==> src/rtl/vlane_pkg.sv <==
package vlane_pkg;

   localparam int BLK_W = 66;

   typedef logic [BLK_W-1:0] blk_t;

   localparam logic [1:0]  MARK_HDR  = 2'b10;
   localparam logic [47:0] MARK_BODY = 48'h4B1E_D07A_93C6;

   // Lane-specific alignment block: fixed body, lane index and its complement
   function automatic blk_t mark_block(input int unsigned idx);
      logic [7:0] tag;
      tag = idx[7:0];
      return {MARK_HDR, MARK_BODY, tag, ~tag};
   endfunction

endpackage

==> src/rtl/vlane_pacer.sv <==
module vlane_pacer
   import vlane_pkg::*;
#(
   parameter int PERIOD = 16384
) (
   input  logic clk,
   input  logic rst,
   input  logic grp_done,
   output logic mark_due
);

   localparam int CNT_W = (PERIOD > 1) ? $clog2(PERIOD) : 1;
   localparam logic [CNT_W-1:0] CNT_LAST = CNT_W'(PERIOD - 1);

   generate
      if (PERIOD < 1) begin : g_bad_period
         $error("vlane_pacer: PERIOD must be at least 1");
      end
   endgenerate

   logic [CNT_W-1:0] grp_cnt;

   // A due marker is always issued in the cycle it is due
   always_ff @(posedge clk) begin
      if (rst) begin
         grp_cnt  <= '0;
         mark_due <= 1'b1;
      end else if (mark_due) begin
         mark_due <= 1'b0;
      end else if (grp_done) begin
         if (grp_cnt == CNT_LAST) begin
            grp_cnt  <= '0;
            mark_due <= 1'b1;
         end else begin
            grp_cnt <= grp_cnt + 1'b1;
         end
      end
   end

   AST_MARK_SINGLE: assert property (@(posedge clk) disable iff (rst)
      mark_due |=> !mark_due);

   AST_CNT_IDLE: assert property (@(posedge clk) disable iff (rst)
      (!grp_done && !mark_due) |=> $stable(grp_cnt));

endmodule

==> src/rtl/vlane_dealer.sv <==
module vlane_dealer
   import vlane_pkg::*;
#(
   parameter int LANES = 4
) (
   input  logic                   clk,
   input  logic                   rst,
   input  logic                   take,
   input  blk_t                   blk_in,
   output logic                   grp_done,
   output logic [LANES*BLK_W-1:0] grp_vec
);

   localparam int PTR_W = $clog2(LANES);
   localparam logic [PTR_W-1:0] PTR_LAST = PTR_W'(LANES - 1);

   logic [PTR_W-1:0] ptr;

   always_ff @(posedge clk) begin
      if (rst)
         ptr <= '0;
      else if (take)
         ptr <= (ptr == PTR_LAST) ? '0 : ptr + 1'b1;
   end

   // Holding slots for all lanes but the last; the last lane takes the
   // closing block straight from the input
   generate
      for (genvar g = 0; g < LANES - 1; g++) begin : g_slot
         blk_t slot;
         always_ff @(posedge clk) begin
            if (take && ptr == PTR_W'(g))
               slot <= blk_in;
         end
         assign grp_vec[g*BLK_W +: BLK_W] = slot;
      end
   endgenerate

   assign grp_vec[(LANES-1)*BLK_W +: BLK_W] = blk_in;
   assign grp_done = take && (ptr == PTR_LAST);

   AST_PTR_HOLD: assert property (@(posedge clk) disable iff (rst)
      !take |=> $stable(ptr));

   AST_PTR_WRAP: assert property (@(posedge clk) disable iff (rst)
      grp_done |=> (ptr == '0));

endmodule

==> src/rtl/vlane_marks.sv <==
module vlane_marks
   import vlane_pkg::*;
#(
   parameter int LANES = 4
) (
   output logic [LANES*BLK_W-1:0] marks
);

   generate
      for (genvar g = 0; g < LANES; g++) begin : g_mark
         assign marks[g*BLK_W +: BLK_W] = mark_block(g);
      end
   endgenerate

endmodule

==> src/rtl/vlane_distributor.sv <==
module vlane_distributor
   import vlane_pkg::*;
#(
   parameter int LANES  = 4,
   parameter int PERIOD = 16384
) (
   input  logic                   clk,
   input  logic                   rst,
   input  logic                   in_valid,
   output logic                   in_ready,
   input  logic [BLK_W-1:0]       in_blk,
   output logic                   out_valid,
   output logic [LANES*BLK_W-1:0] out_lanes
);

   localparam int GRP_W = LANES * BLK_W;
   localparam int DS_W  = $clog2(PERIOD + 2);

   generate
      if (LANES != 4 && LANES != 20) begin : g_bad_lanes
         $error("vlane_distributor: LANES must be 4 or 20");
      end
   endgenerate

   logic             mark_due;
   logic             take;
   logic             grp_done;
   logic [GRP_W-1:0] grp_vec;
   logic [GRP_W-1:0] marks;

   assign in_ready = !mark_due && !rst;
   assign take     = in_valid && in_ready;

   vlane_pacer #(.PERIOD(PERIOD)) u_pacer (
      .clk      (clk),
      .rst      (rst),
      .grp_done (grp_done),
      .mark_due (mark_due)
   );

   vlane_dealer #(.LANES(LANES)) u_dealer (
      .clk      (clk),
      .rst      (rst),
      .take     (take),
      .blk_in   (in_blk),
      .grp_done (grp_done),
      .grp_vec  (grp_vec)
   );

   vlane_marks #(.LANES(LANES)) u_marks (
      .marks (marks)
   );

   always_ff @(posedge clk) begin
      if (rst) begin
         out_valid <= 1'b0;
         out_lanes <= '0;
      end else if (mark_due) begin
         out_valid <= 1'b1;
         out_lanes <= marks;
      end else if (grp_done) begin
         out_valid <= 1'b1;
         out_lanes <= grp_vec;
      end else begin
         out_valid <= 1'b0;
      end
   end

   // Observation state for the properties below
   logic            is_mark;
   logic            seen_out;
   logic [DS_W-1:0] data_since;

   assign is_mark = (out_lanes == marks);

   always_ff @(posedge clk) begin
      if (rst) begin
         seen_out   <= 1'b0;
         data_since <= '0;
      end else if (out_valid) begin
         seen_out   <= 1'b1;
         data_since <= is_mark ? '0 : data_since + 1'b1;
      end
   end

   AST_FIRST_IS_MARK: assert property (@(posedge clk) disable iff (rst)
      (out_valid && !seen_out) |-> is_mark);

   AST_STALL_GIVES_MARK: assert property (@(posedge clk) disable iff (rst)
      !in_ready |=> (out_valid && is_mark));

   AST_MARK_SPACING: assert property (@(posedge clk) disable iff (rst)
      (out_valid && is_mark && seen_out) |-> (data_since == DS_W'(PERIOD)));

   AST_GROUP_PULSE: assert property (@(posedge clk) disable iff (rst)
      grp_done |=> (out_valid && !is_mark));

   AST_HDR_KEPT: assert property (@(posedge clk) disable iff (rst)
      grp_done |=> (out_lanes[GRP_W-1 -: 2] == $past(in_blk[BLK_W-1 -: 2])));

endmodule

==> config.mk <==
export PLATFORM = sky130hd
export DESIGN_NAME = vlane_distributor
export DESIGN_NICKNAME = d
export VERILOG_FILES = /design/src/rtl/vlane_pkg.sv /design/src/rtl/vlane_pacer.sv /design/src/rtl/vlane_dealer.sv /design/src/rtl/vlane_marks.sv /design/src/rtl/vlane_distributor.sv
export SDC_FILE = /design/constraint.sdc
export NUM_CORES = 1
export LEC_CHECK = 0
export BUFFER_PORTS_ARGS = -buffer_cell sky130_fd_sc_hd__buf_2
export CAP_MARGIN = 20
export CORE_UTILIZATION = 45
export CTS_BUF_LIST = sky130_fd_sc_hd__clkbuf_4
export CTS_CLUSTER_DIAMETER = 100
export CTS_CLUSTER_SIZE = 40
export DETAILED_ROUTE_END_ITERATION = 12
export GPL_TIMING_DRIVEN = 0
export PLACE_DENSITY = 0.71
export SYNTH_ARGS = -nofsm -noshare
export SYNTH_HDL_FRONTEND = slang
export SYNTH_SLANG_ARGS = --single-unit
==> constraint.sdc <==
create_clock -name clk -period 7.95 [get_ports clk]
set_input_delay 0.3975 -clock clk [delete_from_list [all_inputs] [get_ports clk]]
set_output_delay 0.3975 -clock clk [all_outputs]
set_load 0.1 [all_outputs]
==> qor.log <==
[worst_setup_path] kind of cell adding the most delay to the critical path buffers and inverters
[cells_and_area] layout net count 1956
[logic_synthesis] synthesized instance count 1460
[placed_design] cell count after placement 2251
[grt] first-pass GRT wire length 66.5 mm
[grt] via count of the first global-routing pass 11627
[floorplan] Ports 335
[detailed_routing] # DRC 0
[detailed_routing] Antenna Nets Post-Route 0
[cells_and_area] layout cell share with drive strength beyond 1 20.1%
[worst_setup_path] Critical Path Max Stage Delay 0.54 ns
[sta] final critical path time including I/O delays and setup 3.19 ns
[clocking] post-CTS clock slew at the launch and capture registers of the worst setup and hold paths 0.38 ns
[placed_design] RePlAce Congestion 0.856
[sta] number of hold violations in the final report 0
[power_and_ir_drop] total chip power 4.09 mW
[detailed_routing] vias 12407
[cells_and_area] post-route design area 19200 µm²
[floorplan] Die Outline Area 36300 µm²
[logic_synthesis] total of warnings raised by yosys 0
[clocking] Post-CTS Resized 0
[worst_setup_path] crit start category flop
[grt] antenna violations before repair 1
[detailed_routing] vias per cell 5.29
[clocking] Clock Sink Count 480
[grt] gr ovfl total 0
[worst_setup_path] critical path fanouts, max 10
[floorplan] DIE HEIGHT 190 µm
[worst_setup_path] most frequent CP cell sky130_fd_sc_hd__buf_2
[floorplan] # rows 68
[detailed_routing] wire length per cell 19.1 µm
[clocking] maximum root-to-sink buffer count 3
[logic_synthesis] Yosys cell types 31
[worst_setup_path] critical path start-end classification flop to primary output
[detailed_routing] first-iteration detailed-routing DRC count 856
[worst_setup_path] kind of end point of the critical path primary output
[sta] RSZ-0062 raised after global routing false
[logic_synthesis] sequential share of the synthesized area 72.5%
[clocking] Clk Tree Root Cell sky130_fd_sc_hd__clkbuf_4
[flow_run] maximum capacitance violations 0
[placed_design] final HPWL from detailed placement 32.1 mm
[clocking] TritonCTS Buffers 16
[clocking] Post-CTS Hold Buffers 68
[clocking] source-to-sink clock delay at the later pin of the worst-skew pair 0.80 ns
[logic_synthesis] syn nets 1534
[power_and_ir_drop] Worst IR Drop VDD 154 µV
[sta] sum of negative setup slack 0 ns
[clocking] Post CTS Setup Buffer Count 0
[cells_and_area] most frequent standard cell in the layout excluding fill and tap cells sky130_fd_sc_hd__buf_2
[floorplan] die span in x 190 µm
[sta] worst clock skew on the final layout 0.149 ns
[floorplan] core region area 34700 µm²
[worst_setup_path] buffers plus inverters on the worst setup path 5
[sta] worst hold-check slack 0.300 ns
[detailed_routing] total length of routed wires 44.9 mm
[cells_and_area] area delta synth->final 20.1%
[sta] highest clock frequency the design can meet 0.313 GHz
[power_and_ir_drop] leakage dissipation 7.85 nW
[logic_synthesis] number of synthesized register bits 480
[floorplan] initial core utilization 46.0%
[logic_synthesis] netlist area before placement 16000 µm²
[logic_synthesis] async set or reset register ratio after synthesis 0%
[status] run status finished, final reports clean
[grt] maximum number of pins on one net before global-route repair 57
[power_and_ir_drop] Cell Pwr Density 213 nW/µm²
[hold_path] Hold/Removal Path Class input pin to flop
[cells_and_area] non-filler cells, final 2345
[sta] share of the clock period used by the worst path 40.1%
[placed_design] placed instance area 18300 µm²
[clocking] clock tree from TritonCTS built
[logic_synthesis] flip-flop cell with the highest count after synthesis sky130_fd_sc_hd__dfxtp_1
[worst_setup_path] critical path data required time 7.55 ns
[logic_synthesis] per-instance average area after synthesis 10.9 µm²
[grt] Tot GR Track Use 24.1%
[logic_synthesis] EDFF count, synth 198
[worst_setup_path] register-to-register setup slack 4.96 ns
[cells_and_area] highest-count cells in the layout ignoring fill and taps sky130_fd_sc_hd__buf_2, sky130_fd_sc_hd__dfxtp_1, sky130_fd_sc_hd__nand2_1
[worst_setup_path] sequence of cells on the critical path buf_2 -> inv_1 -> nand2_1 -> clkinv_1 -> clkbuf_1 -> buf_2
[clocking] level count of the clock H-tree 1
[sta] final count of negative-setup-slack endpoints 0
[sta] Relative slew margins 46.8%
[detailed_routing] First-pass DRT Iterations 5
[sta] Least-Margin Pin Slew 0.798 ns
[worst_setup_path] Worst path slowest cell sky130_fd_sc_hd__buf_2
[placed_design] I/O Buffers 333
[worst_setup_path] endpoint arrival time on the critical path 2.79 ns
[sta] number of slew-limit violations in the final report 0
==> metal layers <==
layer / vias to the layer above / global-route usage [%] / wire [µm]
met4: 0 / 11.0 / 2440
met2: 508 / 39.6 / 20900
met1: 5988 / 31.5 / 18200
met3: 107 / 3.44 / 3310
li1: 5804 / - / -
met5: - / 0 / 0
==> worst paths after layout <==
| path | from | endpoint | depth (start not counted) |
|---|---|---|---|
| worst max-delay path | u_pacer.mark_due$_SDFF_PP1_ | in_ready | 6 |
| worst min-delay path | in_blk[61] | u_dealer.g_slot[0].slot[61]$_DFFE_PP_ | 2 |
| worst max register to register | u_pacer.mark_due$_SDFF_PP1_ | u_dealer.g_slot[2].slot[13]$_DFFE_PP_ | 7 |
| worst min register to register | u_dealer.g_slot[1].slot[63]$_DFFE_PP_ | out_lanes[129]$_SDFFE_PP0N_ | 2 |
==> where the power goes <==
| group | total [mW] | leakage [nW] | internal [mW] | switching (mW) |
|---|---|---|---|---|
| Sequential | 2.67 | 4.11 | 2.64 | 0.0341 |
| Combinational | 0.594 | 3.62 | 0.106 | 0.489 |
| Clock | 0.824 | 0.122 | 0.141 | 0.684 |
| Total | 4.09 | 7.85 | 2.88 | 1.21 |
==> registers in the layout (all words and copies together) (netlist names) <==
| name | cells |
|---|---|
| out_lanes | 264 |
| out_valid | 1 |
| u_dealer.g_slot.slot | 198 |
| u_pacer.grp_cnt | 14 |
| u_dealer.ptr | 2 |
| u_pacer.mark_due | 1 |
==> final cells by class <==
class | count | area, µm²
fill | 3031 | 15500
sequential | 480 | 11600
multi-input combinational | 865 | 3950
timing repair buffer | 404 | 2410
tap | 455 | 569
buffer | 107 | 425
clock buffer | 23 | 173
clock inverter | 2 | 38.8
inverter | 8 | 30.0
antenna | 1 | 2.50
==> synthesized netlist by cell type (2+ instances only) <==
cell type | number | area share, %
sky130_fd_sc_hd__ha_1 | 5 | 0.39
sky130_fd_sc_hd__dfxtp_1 | 282 | 35
sky130_fd_sc_hd__nor3_1 | 269 | 8.4
sky130_fd_sc_hd__nand3_1 | 87 | 2.7
sky130_fd_sc_hd__xnor2_1 | 8 | 0.44
sky130_fd_sc_hd__nor4_1 | 5 | 0.20
sky130_fd_sc_hd__a21oi_1 | 53 | 1.7
sky130_fd_sc_hd__nand4_1 | 5 | 0.20
sky130_fd_sc_hd__clkbuf_1 | 70 | 1.6
sky130_fd_sc_hd__and3_1 | 3 | 0.12
sky130_fd_sc_hd__edfxtp_1 | 198 | 37
sky130_fd_sc_hd__nand2_1 | 272 | 6.4
sky130_fd_sc_hd__xor2_1 | 2 | 0.11
sky130_fd_sc_hd__inv_1 | 7 | 0.16
sky130_fd_sc_hd__buf_1 | 23 | 0.54
sky130_fd_sc_hd__nor2_1 | 144 | 3.4
sky130_fd_sc_hd__buf_2 | 13 | 0.41
==> cell families (layout without fill, tap and decap cells) <==
group	Yosys count	after routing	synth area share, %
simple gates	790	790	21.7
other cells	0	1	0
mux	1	1	0.0626
fa+ha+maj	5	5	0.391
compound gates	59	59	1.94
buf+inv	115	544	2.85
flops	480	480	72.5
xor+xnor	10	10	0.548
==> through the flow <==
stage	setup slack [ns]	util [%]
2_1_floorplan	4.82	-
6_report	4.76	55.3
3_5_place_dp	5.02	52.7
3_3_place_gp	3.23	52.5
5_1_grt	4.62	55.3
4_1_cts	4.70	55.3
(Power assumes the default switching activity.)
